===== src/rtl/ctx_save_pkg.sv =====
// Shared types and constants for the interrupt context save sequencer.
// Assumes a byte-addressed memory with a 16-bit data path.
package ctx_save_pkg;
    typedef enum logic [1:0] {
        SV_IDLE = 2'd0,
        SV_PUSH = 2'd1,
        SV_FIN  = 2'd2
    } save_state_e;

    localparam int FRAME_BYTES = 4;
    localparam int WORD_STEPS  = FRAME_BYTES / 2;
    localparam int BYTE_STEPS  = FRAME_BYTES;
    localparam int STEP_W      = $clog2(BYTE_STEPS);
endpackage


===== src/rtl/ctx_frame_packer.sv =====
// Builds the four saved bytes. Index k is the byte that belongs at S-4+k.
// Assumes PC_W-16 upper program-counter bits share one byte with the top
// flag bits, which fill the rest of that byte.
module ctx_frame_packer #(
    parameter int PC_W  = 20,
    parameter int FLG_W = 16
) (
    input  logic [PC_W-1:0]  pc,
    input  logic [FLG_W-1:0] flg,
    output logic [3:0][7:0]  frame
);
    localparam int PC_TOP_W    = PC_W - 16;
    localparam int FLG_TOP_LSB = FLG_W - (8 - PC_TOP_W);

    // Place each field into its frame byte.
    always_comb begin
        frame[0] = pc[7:0];
        frame[1] = pc[15:8];
        frame[2] = flg[7:0];
        frame[3] = {flg[FLG_W-1:FLG_TOP_LSB], pc[PC_W-1:16]};
    end
endmodule


===== src/rtl/ctx_save_seq.sv =====
// Control state machine: idle, storing (one step per accepted store), finish.
// Assumes the odd flag is stable for the whole save (it comes from a latched pointer).
module ctx_save_seq
    import ctx_save_pkg::*;
(
    input  logic              clk,
    input  logic              rst_n,
    input  logic              start,
    input  logic              odd,
    input  logic              rdy,
    output save_state_e       state,
    output logic [STEP_W-1:0] step,
    output logic              capture
);
    logic last;

    // Decide whether the current step is the final store of the frame.
    always_comb begin
        last    = odd ? (step == STEP_W'(BYTE_STEPS - 1)) : (step == STEP_W'(WORD_STEPS - 1));
        capture = (state == SV_IDLE) && start;
    end

    // Advance the state and step counter.
    always_ff @(posedge clk) begin
        if (!rst_n) begin
            state <= SV_IDLE;
            step  <= '0;
        end else begin
            case (state)
                SV_IDLE: begin
                    step <= '0;
                    if (start) state <= SV_PUSH;
                end
                SV_PUSH: begin
                    if (rdy) begin
                        if (last) state <= SV_FIN;
                        else      step  <= step + 1'b1;
                    end
                end
                SV_FIN:  state <= SV_IDLE;
                default: state <= SV_IDLE;
            endcase
        end
    end
endmodule


===== src/rtl/ctx_bus_lane.sv =====
// Maps a step to the store address, lane data and lane enables.
// An even pointer gives word stores (upper pair first). An odd pointer gives
// byte stores in descending address order.
module ctx_bus_lane
    import ctx_save_pkg::*;
#(
    parameter int AW = 16
) (
    input  logic [AW-1:0]     sp,
    input  logic              odd,
    input  logic [STEP_W-1:0] step,
    input  logic [3:0][7:0]   frame,
    output logic [AW-1:0]     addr,
    output logic [15:0]       data,
    output logic [1:0]        be
);
    logic [1:0] byte_idx;
    logic [1:0] word_base;
    logic [1:0] lane_on;
    logic [7:0] lane_src [2];

    // Address and index of the frame byte(s) for this step.
    always_comb begin
        byte_idx  = 2'(BYTE_STEPS - 1) - 2'(step);
        word_base = {~step[0], 1'b0};
        if (odd) addr = sp - AW'(FRAME_BYTES) + AW'(byte_idx);
        else     addr = sp - AW'(FRAME_BYTES) + AW'(word_base);
    end

    for (genvar l = 0; l < 2; l++) begin : g_lane
        // Select and enable the byte that travels on lane l.
        always_comb begin
            lane_src[l] = odd ? frame[byte_idx] : frame[word_base + 2'(l)];
            lane_on[l]  = !odd || (addr[0] == l[0]);
            data[8*l +: 8] = lane_on[l] ? lane_src[l] : 8'h00;
        end
    end

    assign be = lane_on;
endmodule


===== src/rtl/irq_ctx_saver.sv =====
// Top of the interrupt context save sequencer. Latches the context on start,
// stores the four-byte frame below the selected stack pointer, then pulses
// done together with the lowered pointer and a strobe for its owner.
module irq_ctx_saver
    import ctx_save_pkg::*;
#(
    parameter int PC_W  = 20,
    parameter int FLG_W = 16,
    parameter int SP_W  = 16
) (
    input  logic             clk,
    input  logic             rst_n,
    input  logic             start,
    input  logic [PC_W-1:0]  pc_in,
    input  logic [FLG_W-1:0] flg_in,
    input  logic             stk_sel,
    input  logic [SP_W-1:0]  usp_in,
    input  logic [SP_W-1:0]  isp_in,
    output logic [SP_W-1:0]  mem_addr,
    output logic [15:0]      mem_wdata,
    output logic [1:0]       mem_be,
    output logic             mem_we,
    input  logic             mem_rdy,
    output logic             done,
    output logic [SP_W-1:0]  sp_new,
    output logic             usp_we,
    output logic             isp_we
);
    logic [PC_W-1:0]   pc_q;
    logic [FLG_W-1:0]  flg_q;
    logic [SP_W-1:0]   sp_q;
    logic              sel_q;
    logic              capture;
    save_state_e       state;
    logic [STEP_W-1:0] step;
    logic [3:0][7:0]   frame;

    // Latch the context only when a save is accepted from idle.
    always_ff @(posedge clk) begin
        if (!rst_n) begin
            pc_q  <= '0;
            flg_q <= '0;
            sp_q  <= '0;
            sel_q <= 1'b0;
        end else if (capture) begin
            pc_q  <= pc_in;
            flg_q <= flg_in;
            sp_q  <= stk_sel ? isp_in : usp_in;
            sel_q <= stk_sel;
        end
    end

    ctx_save_seq u_seq (
        .clk     (clk),
        .rst_n   (rst_n),
        .start   (start),
        .odd     (sp_q[0]),
        .rdy     (mem_rdy),
        .state   (state),
        .step    (step),
        .capture (capture)
    );

    ctx_frame_packer #(.PC_W(PC_W), .FLG_W(FLG_W)) u_pack (
        .pc    (pc_q),
        .flg   (flg_q),
        .frame (frame)
    );

    ctx_bus_lane #(.AW(SP_W)) u_lane (
        .sp    (sp_q),
        .odd   (sp_q[0]),
        .step  (step),
        .frame (frame),
        .addr  (mem_addr),
        .data  (mem_wdata),
        .be    (mem_be)
    );

    // Drive the store strobe, the completion pulse and the pointer write-back.
    always_comb begin
        mem_we = (state == SV_PUSH);
        done   = (state == SV_FIN);
        sp_new = sp_q - SP_W'(FRAME_BYTES);
        usp_we = done && !sel_q;
        isp_we = done && sel_q;
    end
endmodule


===== config.mk =====
export PLATFORM = sky130hd
export DESIGN_NAME = irq_ctx_saver
export DESIGN_NICKNAME = d
export VERILOG_FILES = /design/src/rtl/ctx_save_pkg.sv /design/src/rtl/ctx_frame_packer.sv /design/src/rtl/ctx_save_seq.sv /design/src/rtl/ctx_bus_lane.sv /design/src/rtl/irq_ctx_saver.sv
export SDC_FILE = /design/constraint.sdc
export NUM_CORES = 1
export LEC_CHECK = 0
export BUFFER_PORTS_ARGS = -buffer_cell sky130_fd_sc_hd__clkbuf_2
export CORE_MARGIN = 2
export CORE_UTILIZATION = 53
export CTS_CLUSTER_SIZE = 10
export DETAILED_ROUTE_END_ITERATION = 8
export GPL_TIMING_DRIVEN = 0
export PLACE_DENSITY = 0.89
export SLEW_MARGIN = 20
export SYNTH_ARGS = -nofsm -noshare
export SYNTH_HDL_FRONTEND = slang
export SYNTH_HIERARCHICAL = 1
export SYNTH_SLANG_ARGS = --single-unit

===== constraint.sdc =====
create_clock -name clk -period 4.75 [get_ports clk]
set_clock_uncertainty 0.05 [all_clocks]
set_input_delay 0.95 -clock clk [delete_from_list [all_inputs] [get_ports clk]]
set_output_delay 0.95 -clock clk [all_outputs]
set_load 0.005 [all_outputs]

**Word level (Yosys, flattened, before mapping)**

Cells that the tools add are included.

- Bitwise operators: 2
- Mux-type cells: 20
- Add/subtract/negate cells: 6
- Reduce and logical (&&, ||, !) cells: 11
- Eq/ne operators: 8
- Magnitude comparators: 3

Operator list:

| operator | number |
|---|---|
| $mux 8 | 8 |
| $add 16x2->16 | 2 |
| $bmux 8 s2 | 2 |
| $mux 16 | 2 |
| $sub 16x3->16 const B | 1 |
| $mux 2 | 5 |
| $lt 2x3->1 const B | 3 |
| $pmux 2 s2 | 2 |
| $reduce_and 3->1 | 2 |
| $add 2x1->2 const B | 2 |
| $eq 2x1->1 const B | 2 |
| $eq 2x2->1 const B | 2 |
| $ne 2x1->1 const B | 2 |
| $ne 2x2->1 const B | 2 |
| $logic_and 1x1->1 | 3 |
| $logic_not 1->1 | 2 |
| $logic_not 2->1 | 1 |
| $logic_or 1x1->1 | 2 |
| $not 1->1 | 2 |
| $reduce_bool 2->1 | 1 |
| $sub 2x2->2 const A | 1 |
| $mux 1 | 1 |

- Register bits: 57
- Output and inout bits: 54
- Input bits: 73
- Word-level logic and storage cells: 56

**Depth between registers and ports, before layout**

Gate-level depths: netlist of the first run.

- Depth after elaboration: 6
- Depth in mapped cells: 11
- Mapped depth without buffers: 9

**Modules after synthesis**

Netlist of the first run, hierarchy kept.

By module, submodules not included:

| module | area each (sq um) | sequential area each (sq um) | cells an instance | times used |
|---|---|---|---|---|
| irq_ctx_saver | 2456.1 | 1061.0 | 233 | 1 |
| ctx_bus_lane | 1257.5 | 0.0 | 162 | 1 |
| ctx_frame_packer | 240.2 | 0.0 | 32 | 1 |
| ctx_save_seq | 181.4 | 80.1 | 22 | 1 |

**Worst setup path before layout of the first run**

OpenSTA, ideal clock, no wires.

- Path type: register -> output
- Start: register u_seq.step[0]
- End: output port mem_addr[11]
- Path slack: 1.219 ns
- Stages on the path, launching flop included: 12
- Path buffers: 2
- Arrival time: 2.531 ns
- Cells stage by stage: dfxtp_1 -> clkbuf_1 -> buf_1 -> inv_1 -> ha_1 -> ha_1 -> nor2b_1 -> a31oi_1 -> nor3_1 -> nand3_2 -> mux2i_1 -> xor2_1

- Longest elaborated chain between the ends: 3

RTL lines:

| item | RTL line | text |
|---|---|---|
| start, declared | ctx_save_seq.sv:12 | `output logic [STEP_W-1:0] step,` |
| start signal, assigned | ctx_save_seq.sv:37 | `else step <= step + 1'b1;` |
| $sub 2x2->2 / $not 1->1 (equally long branches) | ctx_bus_lane.sv:24, ctx_bus_lane.sv:25 |  |
| $add 16x2->16, on equally long branches | ctx_bus_lane.sv:26, ctx_bus_lane.sv:27 |  |
| $mux 16 * | ctx_bus_lane.sv:26 | `if (odd) addr = sp - AW'(FRAME_BYTES) + AW'(byte_idx);` |
| end, declared | irq_ctx_saver.sv:19 | `output logic [SP_W-1:0] mem_addr,` |

Every way passes the cells marked *; elsewhere a longest branch is shown, timed or not.

**Final worst setup path of the first run**

- Start: register u_seq.step[1]
- End: output port mem_addr[13]

- Longest elaborated chain between the ends: 3

RTL lines:

| item | RTL line | text |
|---|---|---|
| $sub 2x2->2 | ctx_bus_lane.sv:24 | `byte_idx = 2'(BYTE_STEPS - 1) - 2'(step);` |
| $add 16x2->16 | ctx_bus_lane.sv:26 |  |
| $mux 16 | ctx_bus_lane.sv:26 |  |

Every way passes these cells.

==> out/qor.csv, run 1 <==
stage,metric,value,unit
timing,period utilisation layout,92.8,%
power_and_ir_drop,Psw,0.000401,W
power_and_ir_drop,Comb pwr share,35.1,%
worst_setup_path,Worst EP arrival,3.41,ns
power_and_ir_drop,Clk network pwr share,24.1,%
finish,ant diodes,0,
detailed_routing,final WL,10.4,mm
run,max cap viols,0,
worst_setup_path,Reg-to-Reg Start,u_seq/state[0],
worst_hold_path,hold worst-path end,u_seq/step[1],
synthesis,Mapped Avg Cell Area,9.13,um^2
power_and_ir_drop,VDD IR max,0.186,mV
cts,H-tree Lvls,2,
worst_setup_path,RR Endpoint,sp_q[4],
grt,pin count of the biggest net entering global routing,17,
worst_hold_path,Hold Path Class,flop to flop,
detailed_routing,post-route antenna net violation count,0,
cts,clock buffer depth,2,
synthesis,"Net Count, Synth",517,
grt,vias in the first global route,3657,
worst_setup_path,Crit. path cell count,10,
worst_setup_path,CP max stage cell,clkbuf_1,
worst_setup_path,max incr delay on CP,0.62,ns
timing,fin crit period,4.41,ns
die,Initial Util,55.0,%
timing,Slew HR,47.4,%
run_status,outcome,"finished, final reports clean",
cts,TritonCTS clock tree,built,
finish,fin util,66.6,%
die,die area,0.00824,mm^2
grt,first-pass GRT wire length,17.0,mm
worst_setup_path,crit path max fanout,9,
detailed_routing,average vias per placed instance,5.55,
detailed_routing,Pre-Repair DR Iteration Count,5,
die,IO Count,127,
finish,"most common cell after layout, fill and taps aside",clkbuf_2,
synthesis,post-synthesis instance area,0.00399,mm^2
worst_setup_path,crit-path cells,clkbuf_1 -> inv_1 -> ha_1 -> a21o_1 -> a31oi_1 -> nor3_1 -> nand3_2 -> nor3b_1 -> xor2_1 -> clkbuf_2,
worst_setup_path,critical path type,flop to output port,
cts,Clock Latency Late Sink,0.31,ns
worst_setup_path,Worst Setup Start Kind,flop,
cts,TritonCTS Buffers,5,
worst_setup_path,"Buf+Inv Stages, Crit Path",3,
cts,Post-CTS Hold Fix Bufs,0,
timing,final hold violations,0,
cts,Post-CTS Setup Repair Bufs,0,
grt,overall global routing resource usage,25.2,%
detailed_routing,vias,3688,
place,dpl cell area,0.00472,mm^2
cts,"Clk pin slew, worst setup/hold paths",0.10,ns
die,Die W,90.8,um
finish,Area Growth Syn to Fin,21.1,%
finish,"leading cell types in the layout, fill and taps excluded","122 x clkbuf_2, 70 x mux2i_1, 53 x dfxtp_1, 43 x nand2_1",
detailed_routing,DRC,0,
worst_hold_path,hold_sp,u_seq/step[1],
cts,CTS Sinks,53,
die,Die Height,90.8,um
power_and_ir_drop,internal power,0.000863,W
finish,Layout Cells excl Fill,665,
place,dpl cells,657,
power_and_ir_drop,Sw Share,31.7,%
detailed_routing,WL/cell,15.6,um
finish,final instance area,0.00483,mm^2
worst_hold_path,worst hold path cell count,2,
place,hpwl dp,8.08,mm
finish,Final nets,645,
place,count of input and output buffers,121,
finish,layout cells sized above 1,35.7,%
worst_setup_path,Critical Path End Type,output port,
timing,final number of max-transition violations,0,
detailed_routing,first-iteration detailed-routing DRC count,183,
power_and_ir_drop,sequential power share,40.8,%
power_and_ir_drop,PD cells,262,mW/mm^2
worst_setup_path,Crit path required time,3.75,ns
power_and_ir_drop,P_leak,2.25,nW
synthesis,Cells after Synth,437,
worst_setup_path,Reg2Reg Setup Slack,3.08,ns
worst_setup_path,R2R cell count,6,
timing,setup TNS,0,ns
worst_setup_path,Crit path max-delay family,simple AND/OR/NAND/NOR gates,
grt,global route total overflow,0,
grt,initial antenna violation count,0,
die,Core ar.,0.00725,mm^2
timing,Setup-failing EPs final,0,
cts,Root Driver,clkbuf_8,
timing,Worst-Margin Slew,0.789,ns
timing,unrepaired setup endpoints after global routing,no,
timing,Fmax achieved,227,MHz
place,GP Congestion,0.904,
die,Rows,31,
worst_setup_path,crit path from,u_seq/step[1],
synthesis,Yosys warning count,6,
==> flip-flops by register name, indices dropped and copies added (netlist names) <==
name and cells:
pc_q 20, sp_q 16, flg_q 12, u_seq/state 2, u_seq/step 2, sel_q 1
==> repair_timing <==
action | 4_1_cts | 5_1_grt
endpoints found under the setup margin | 0 | 3
endpoints found under the hold margin | 0 | 0
gates resized for setup | 0 | 1
==> layer usage <==
layer,vias up,track usage [%],wire length [um]
met5,-,0,0
met4,0,7.82,172
met3,18,3.51,617
met2,157,45.5,5260
met1,1761,30.9,4330
li1,1752,-,-
==> worst max-delay path by stage <==
stage	endpoint	slack, ns
after detailed placement	mem_addr[11]	0.51
final	mem_addr[13]	0.34
after global placement	mem_addr[11]	0.62
after CTS	mem_addr[11]	0.15
after global routing	mem_addr[13]	0.07
after floorplan	mem_addr[11]	1.22
==> worst min-delay path, delay by kind of cell, from the launching register on <==
| family | cells | cell delay [ns] |
|---|---|---|
| flip-flops | 1 | 0.36 |
| AO/OA/AOI/OAI | 1 | 0.07 |
| AND/OR/NAND/NOR | 1 | 0.07 |
==> layout make-up <==
class / count / area [um^2]
buffer: 61 / 405
clock buffer: 6 / 72.6
clock inverter: 2 / 38.8
fill: 578 / 2420
inverter: 13 / 48.8
multi-input combinational: 310 / 2480
sequential: 53 / 1060
tap: 99 / 124
timing repair buffer: 121 / 606
==> stage by stage <==
stage	total power [W]	setup WS [ns]	hold WS, ns
final	0.00126	0.342	0.480
after CTS	0.00126	0.146	0.477
after detailed placement	0.000964	0.514	0.456
after floorplan	0.000807	1.22	0.434
after global placement	0.000945	0.618	0.447
after global routing	0.00133	0.0674	0.501
==> power by group through the flow <==
stage	Combinational [W]	Clock (W)	Sequential, W
2_1_floorplan	0.000294	0	0.000513
6_report	0.000444	0.000305	0.000516
5_1_grt	0.000486	0.000324	0.000520
3_3_place_gp	0.000423	0	0.000522
4_1_cts	0.000442	0.000307	0.000514
3_5_place_dp	0.000440	0	0.000524
(Power assumes the default switching activity.)
==> run 2: changes to the inputs <==
- MAX_ROUTING_LAYER: default -> met4
==> out/qor.csv, run 2 (synthesized netlist as in run 1, its figures left out) <==
stage,metric,value,unit
run_status,outcome,"finished, final reports clean",
finish,"most common cell after layout, fill and taps aside",clkbuf_2,
worst_setup_path,Worst Setup Start Kind,flop,
grt,initial antenna violation count,0,
die,IO Count,127,
die,Core ar.,0.00725,mm^2
timing,fin crit period,4.44,ns
cts,CTS Sinks,53,
cts,"Clk pin slew, worst setup/hold paths",0.11,ns
power_and_ir_drop,PD cells,256,mW/mm^2
detailed_routing,final WL,10.2,mm
worst_setup_path,critical path type,flop to output port,
timing,Fmax achieved,225,MHz
place,dpl cells,657,
detailed_routing,post-route antenna net violation count,0,
timing,setup TNS,0,ns
detailed_routing,vias,3652,
timing,period utilisation layout,93.5,%
grt,pin count of the biggest net entering global routing,18,
timing,Hold Slack,0.479,ns
timing,Slew HR,49.7,%
cts,Clock Latency Late Sink,0.32,ns
finish,max FFs per register,20,
worst_setup_path,Worst EP arrival,3.44,ns
grt,overall global routing resource usage,26.0,%
grt,global route total overflow,0,
cts,clock buffer depth,2,
worst_hold_path,Hold Path Class,flop to flop,
place,count of input and output buffers,121,
power_and_ir_drop,P_leak,2.24,nW
timing,unrepaired setup endpoints after global routing,no,
cts,TritonCTS Buffers,5,
finish,Area Growth Syn to Fin,20.8,%
die,Rows,31,
detailed_routing,average vias per placed instance,5.49,
place,GP Congestion,0.918,
cts,TritonCTS clock tree,built,
power_and_ir_drop,VDD IR max,0.196,mV
finish,Layout Cells excl Fill,665,
finish,Final nets,645,
finish,Biggest register,pc_q,
timing,Worst-Margin Slew,0.754,ns
die,Initial Util,55.0,%
finish,ant diodes,0,
finish,Filler cells,586,
worst_setup_path,crit path max fanout,9,
finish,multi-input logic area,0.00248,mm^2
grt,first-pass GRT wire length,16.9,mm
finish,layout cells sized above 1,35.9,%
die,Die W,90.8,um
detailed_routing,WL/cell,15.4,um
worst_setup_path,Critical Path End Type,output port,
cts,Root Driver,clkbuf_8,
run,max cap viols,0,
grt,vias in the first global route,3630,
worst_setup_path,Crit path required time,3.75,ns
detailed_routing,Pre-Repair DR Iteration Count,4,
finish,Register Area,0.00106,mm^2
timing,final hold violations,0,
die,die area,0.00824,mm^2
detailed_routing,first-iteration detailed-routing DRC count,212,
detailed_routing,DRC,0,
cts,H-tree Lvls,2,
place,hpwl dp,8.02,mm
timing,Setup-failing EPs final,0,
die,Die Height,90.8,um
cts,Post-CTS Setup Repair Bufs,0,
timing,final number of max-transition violations,0,
finish,top flop regs,"pc_q: 20 flops, sp_q: 16 flops, flg_q: 12 flops",
finish,"leading cell types in the layout, fill and taps excluded","122 x clkbuf_2, 70 x mux2i_1, 53 x dfxtp_1, 43 x nand2_1",
==> run 2: cell types whose count changed in the layout (fill, tap and decap cells not counted), sizes merged <==
| cell | change |
|---|---|
| bufinv | -1 |
| clkinvlp | +1 |
| inv | +1 |
| clkinv | -1 |
==> run 2: power breakdown <==
part	internal, W	leakage [nW]	switching (W)
clock	0.000120	0.0478	0.000152
sequential	0.000474	0.436	0.0000423
combinational	0.000231	1.76	0.000213
==> run 2: through the flow <==
step	util, %	power [W]	worst slack (ns)	instance area (um^2)
CTS	66.4	0.00123	0.165	4820
global placement	65.1	0.000945	0.636	4720
finish	66.4	0.00123	0.307	4820
detailed placement	65.1	0.000965	0.535	4720
floorplan	-	0.000807	1.22	3990
global route	66.4	0.00131	0.0116	4820
==> run 2: metal layers <==
layer | GRT usage (%) | vias up | share of wire [%]
li1 | - | 1749 | -
met1 | 32.0 | 1720 | 41
met2 | 42.3 | 147 | 50
met3 | 3.92 | 36 | 5.7
met4 | 11.3 | 0 | 3.4
met5 | - | - | 0
==> run 2: area by class of cell <==
class | count | area share (%)
well taps | 99 | 2.57
clock inverters | 2 | 0.337
clock buffers | 6 | 1.71
plain buffers | 61 | 8.41
flip-flops and latches | 53 | 22.0
repair buffers | 121 | 12.6
multi-input cells | 310 | 51.4
inverters | 13 | 1.01
==> run 2: worst max-delay path: stages, from the launching register on <==
cell	delay [ns]
dfxtp_1	0.40
clkbuf_1	0.59
inv_1	0.19
ha_1	0.33
a21o_1	0.11
a31oi_1	0.12
nor3_1	0.51
nand3_2	0.23
nor3b_1	0.30
xor2_1	0.19
clkbuf_2	0.15
==> run 2: worst paths after layout <==
check	from	end	slack [ns]	cells after the start
worst max-delay path	u_seq/step[1]	mem_addr[13]	0.31	10
worst max register to register	u_seq/state[0]	sp_q[15]	3.07	6
worst min-delay path	flg_q[14]	flg_q[14]	0.48	2
worst min register to register	flg_q[14]	flg_q[14]	0.48	2
==> run 2: repair_timing <==
item | in CTS | in global routing
hold buffers | 0 | 0
resized for setup | 0 | 1
endpoints found under the setup margin | 0 | 2
==> run 3: changes to the inputs <==
- CORE_UTILIZATION: 53 -> 52
- PLACE_DENSITY: 0.89 -> 0.79
- clock period: 4.75 -> 4.93 ns (I/O delays scaled with it)
==> out/qor.csv, run 3 (synthesized netlist as in run 1, its figures left out) <==
stage,metric,value,unit
detailed_routing,Pre-Repair DR Iteration Count,5,
grt,global route total overflow,0,
finish,Biggest register,pc_q,
die,Die W,91.6,um
worst_setup_path,Crit path required time,3.89,ns
die,Initial Util,54.4,%
finish,Final nets,645,
power_and_ir_drop,P_leak,2.25,nW
worst_setup_path,Worst EP arrival,3.53,ns
worst_setup_path,crit path max fanout,10,
cts,Post-CTS Hold Fix Bufs,0,
timing,Worst-Margin Slew,0.768,ns
timing,fin crit period,4.56,ns
timing,unrepaired setup endpoints after global routing,no,
worst_hold_path,worst hold path cell count,2,
worst_setup_path,"Buf+Inv Stages, Crit Path",4,
grt,initial antenna violation count,0,
worst_setup_path,Critical Path End Type,output port,
place,hpwl dp,7.94,mm
finish,"most common cell after layout, fill and taps aside",clkbuf_2,
finish,layout cells sized above 1,35.7,%
cts,H-tree Lvls,2,
die,Die Height,91.6,um
worst_setup_path,critical path type,flop to output port,
timing,Slew HR,48.8,%
worst_setup_path,Crit path max-delay family,buffers and inverters,
detailed_routing,WL/cell,15.1,um
worst_setup_path,crit-path cells,clkbuf_1 -> buf_1 -> inv_1 -> ha_1 -> ha_1 -> nor2b_1 -> a31oi_1 -> nor3_1 -> nand3_2 -> mux2i_1 -> xor2_1 -> clkbuf_2,
finish,Area Growth Syn to Fin,21.3,%
timing,period utilisation layout,92.6,%
grt,vias in the first global route,3421,
worst_setup_path,max incr delay on CP,0.64,ns
detailed_routing,post-route antenna net violation count,0,
worst_setup_path,Worst Setup Start Kind,flop,
die,Rows,31,
detailed_routing,DRC,0,
timing,Hold Slack,0.480,ns
place,count of input and output buffers,121,
worst_setup_path,Crit. path cell count,12,
finish,top flop regs,"pc_q: 20 flops, sp_q: 16 flops, flg_q: 12 flops",
timing,final number of max-transition violations,0,
worst_setup_path,Most common cell on crit path,ha_1,
cts,post-CTS resize count,0,
die,IO Count,127,
cts,CTS Sinks,53,
timing,final hold violations,0,
place,GP Congestion,0.897,
cts,Root Driver,clkbuf_8,
detailed_routing,vias,3501,
worst_setup_path,R2R cell count,6,
grt,first-pass GRT wire length,15.8,mm
grt,overall global routing resource usage,24.2,%
timing,setup TNS,0,ns
cts,clock buffer depth,2,
die,Core ar.,0.00733,mm^2
grt,pin count of the biggest net entering global routing,17,
finish,ant diodes,0,
run,max cap viols,0,
cts,Clock Latency Late Sink,0.31,ns
worst_hold_path,Hold Path Class,flop to flop,
detailed_routing,first-iteration detailed-routing DRC count,171,
timing,Setup-failing EPs final,0,
cts,Post-CTS Setup Repair Bufs,0,
power_and_ir_drop,VDD IR max,0.134,mV
worst_setup_path,Reg2Reg Setup Slack,3.31,ns
finish,"leading cell types in the layout, fill and taps excluded","121 x clkbuf_2, 70 x mux2i_1, 53 x dfxtp_1, 43 x nand2_1",
run_status,outcome,"finished, final reports clean",
power_and_ir_drop,PD cells,254,mW/mm^2
timing,Fmax achieved,219,MHz
detailed_routing,final WL,10.0,mm
cts,TritonCTS clock tree,built,
detailed_routing,average vias per placed instance,5.26,
die,die area,0.00839,mm^2
cts,TritonCTS Buffers,5,
cts,"Clk pin slew, worst setup/hold paths",0.10,ns
worst_setup_path,CP max stage cell,buf_1,
finish,max FFs per register,20,
run 3: cell count changes in the layout (fill, tap and decap cells not counted):
cell       before  now
inv_6           1    0
buf_1           0    1
bufinv_16       0    1
clkbuf_2      122  121
run 3: tightest hold or removal path, stage by stage, from the launching register on:
cell	delay (ns)
dfxtp_1	0.34
mux2i_1	0.07
nor2b_1	0.09
run 3: per-layer routing:
| metal | share of wire, % | track usage [%] | up-vias |
|---|---|---|---|
| met2 | 50 | 40.0 | 104 |
| met1 | 43 | 30.2 | 1636 |
| met3 | 5.2 | 3.15 | 18 |
| li1 | - | - | 1743 |
| met5 | 0 | - | - |
| met4 | 2.1 | 8.84 | 0 |
run 3: worst paths after layout:
| path | start | to |
|---|---|---|
| hold / removal | flg_q[14] | flg_q[14] |
| setup reg to reg | u_seq/state[0] | sp_q[4] |
| setup / recovery | u_seq/step[0] | mem_addr[11] |
| hold reg to reg | flg_q[14] | flg_q[14] |
run 3: power by group:
group	total [W]	internal [W]	switching, W	leakage, nW
Sequential	0.000497	0.000457	0.0000405	0.436
Combinational	0.000421	0.000222	0.000198	1.75
Clock	0.000314	0.000165	0.000148	0.0574
run 3: metrics by stage:
step | setup WS [ns] | utilization [%] | cell area [um^2] | total power, W | cells
finish | 0.367 | 66.0 | 4840 | 0.00123 | 665
floorplan | 1.36 | - | 3990 | 0.000777 | 437
global placement | 0.797 | 64.4 | 4720 | 0.000915 | 657
CTS | 0.384 | 66.0 | 4840 | 0.00123 | 665
global route | 0.139 | 66.0 | 4840 | 0.00130 | 665
detailed placement | 0.752 | 64.4 | 4720 | 0.000927 | 657
run 3: cell type report:
class	count	area (um^2)
Sequential cell	53	1060
Clock buffer	6	82.6
Fill cell	637	2490
Buffer	61	404
Clock inverter	2	37.5
Timing Repair Buffer	121	606
Tap cell	99	124
Inverter	13	48.8
Multi-Input combinational cell	310	2480
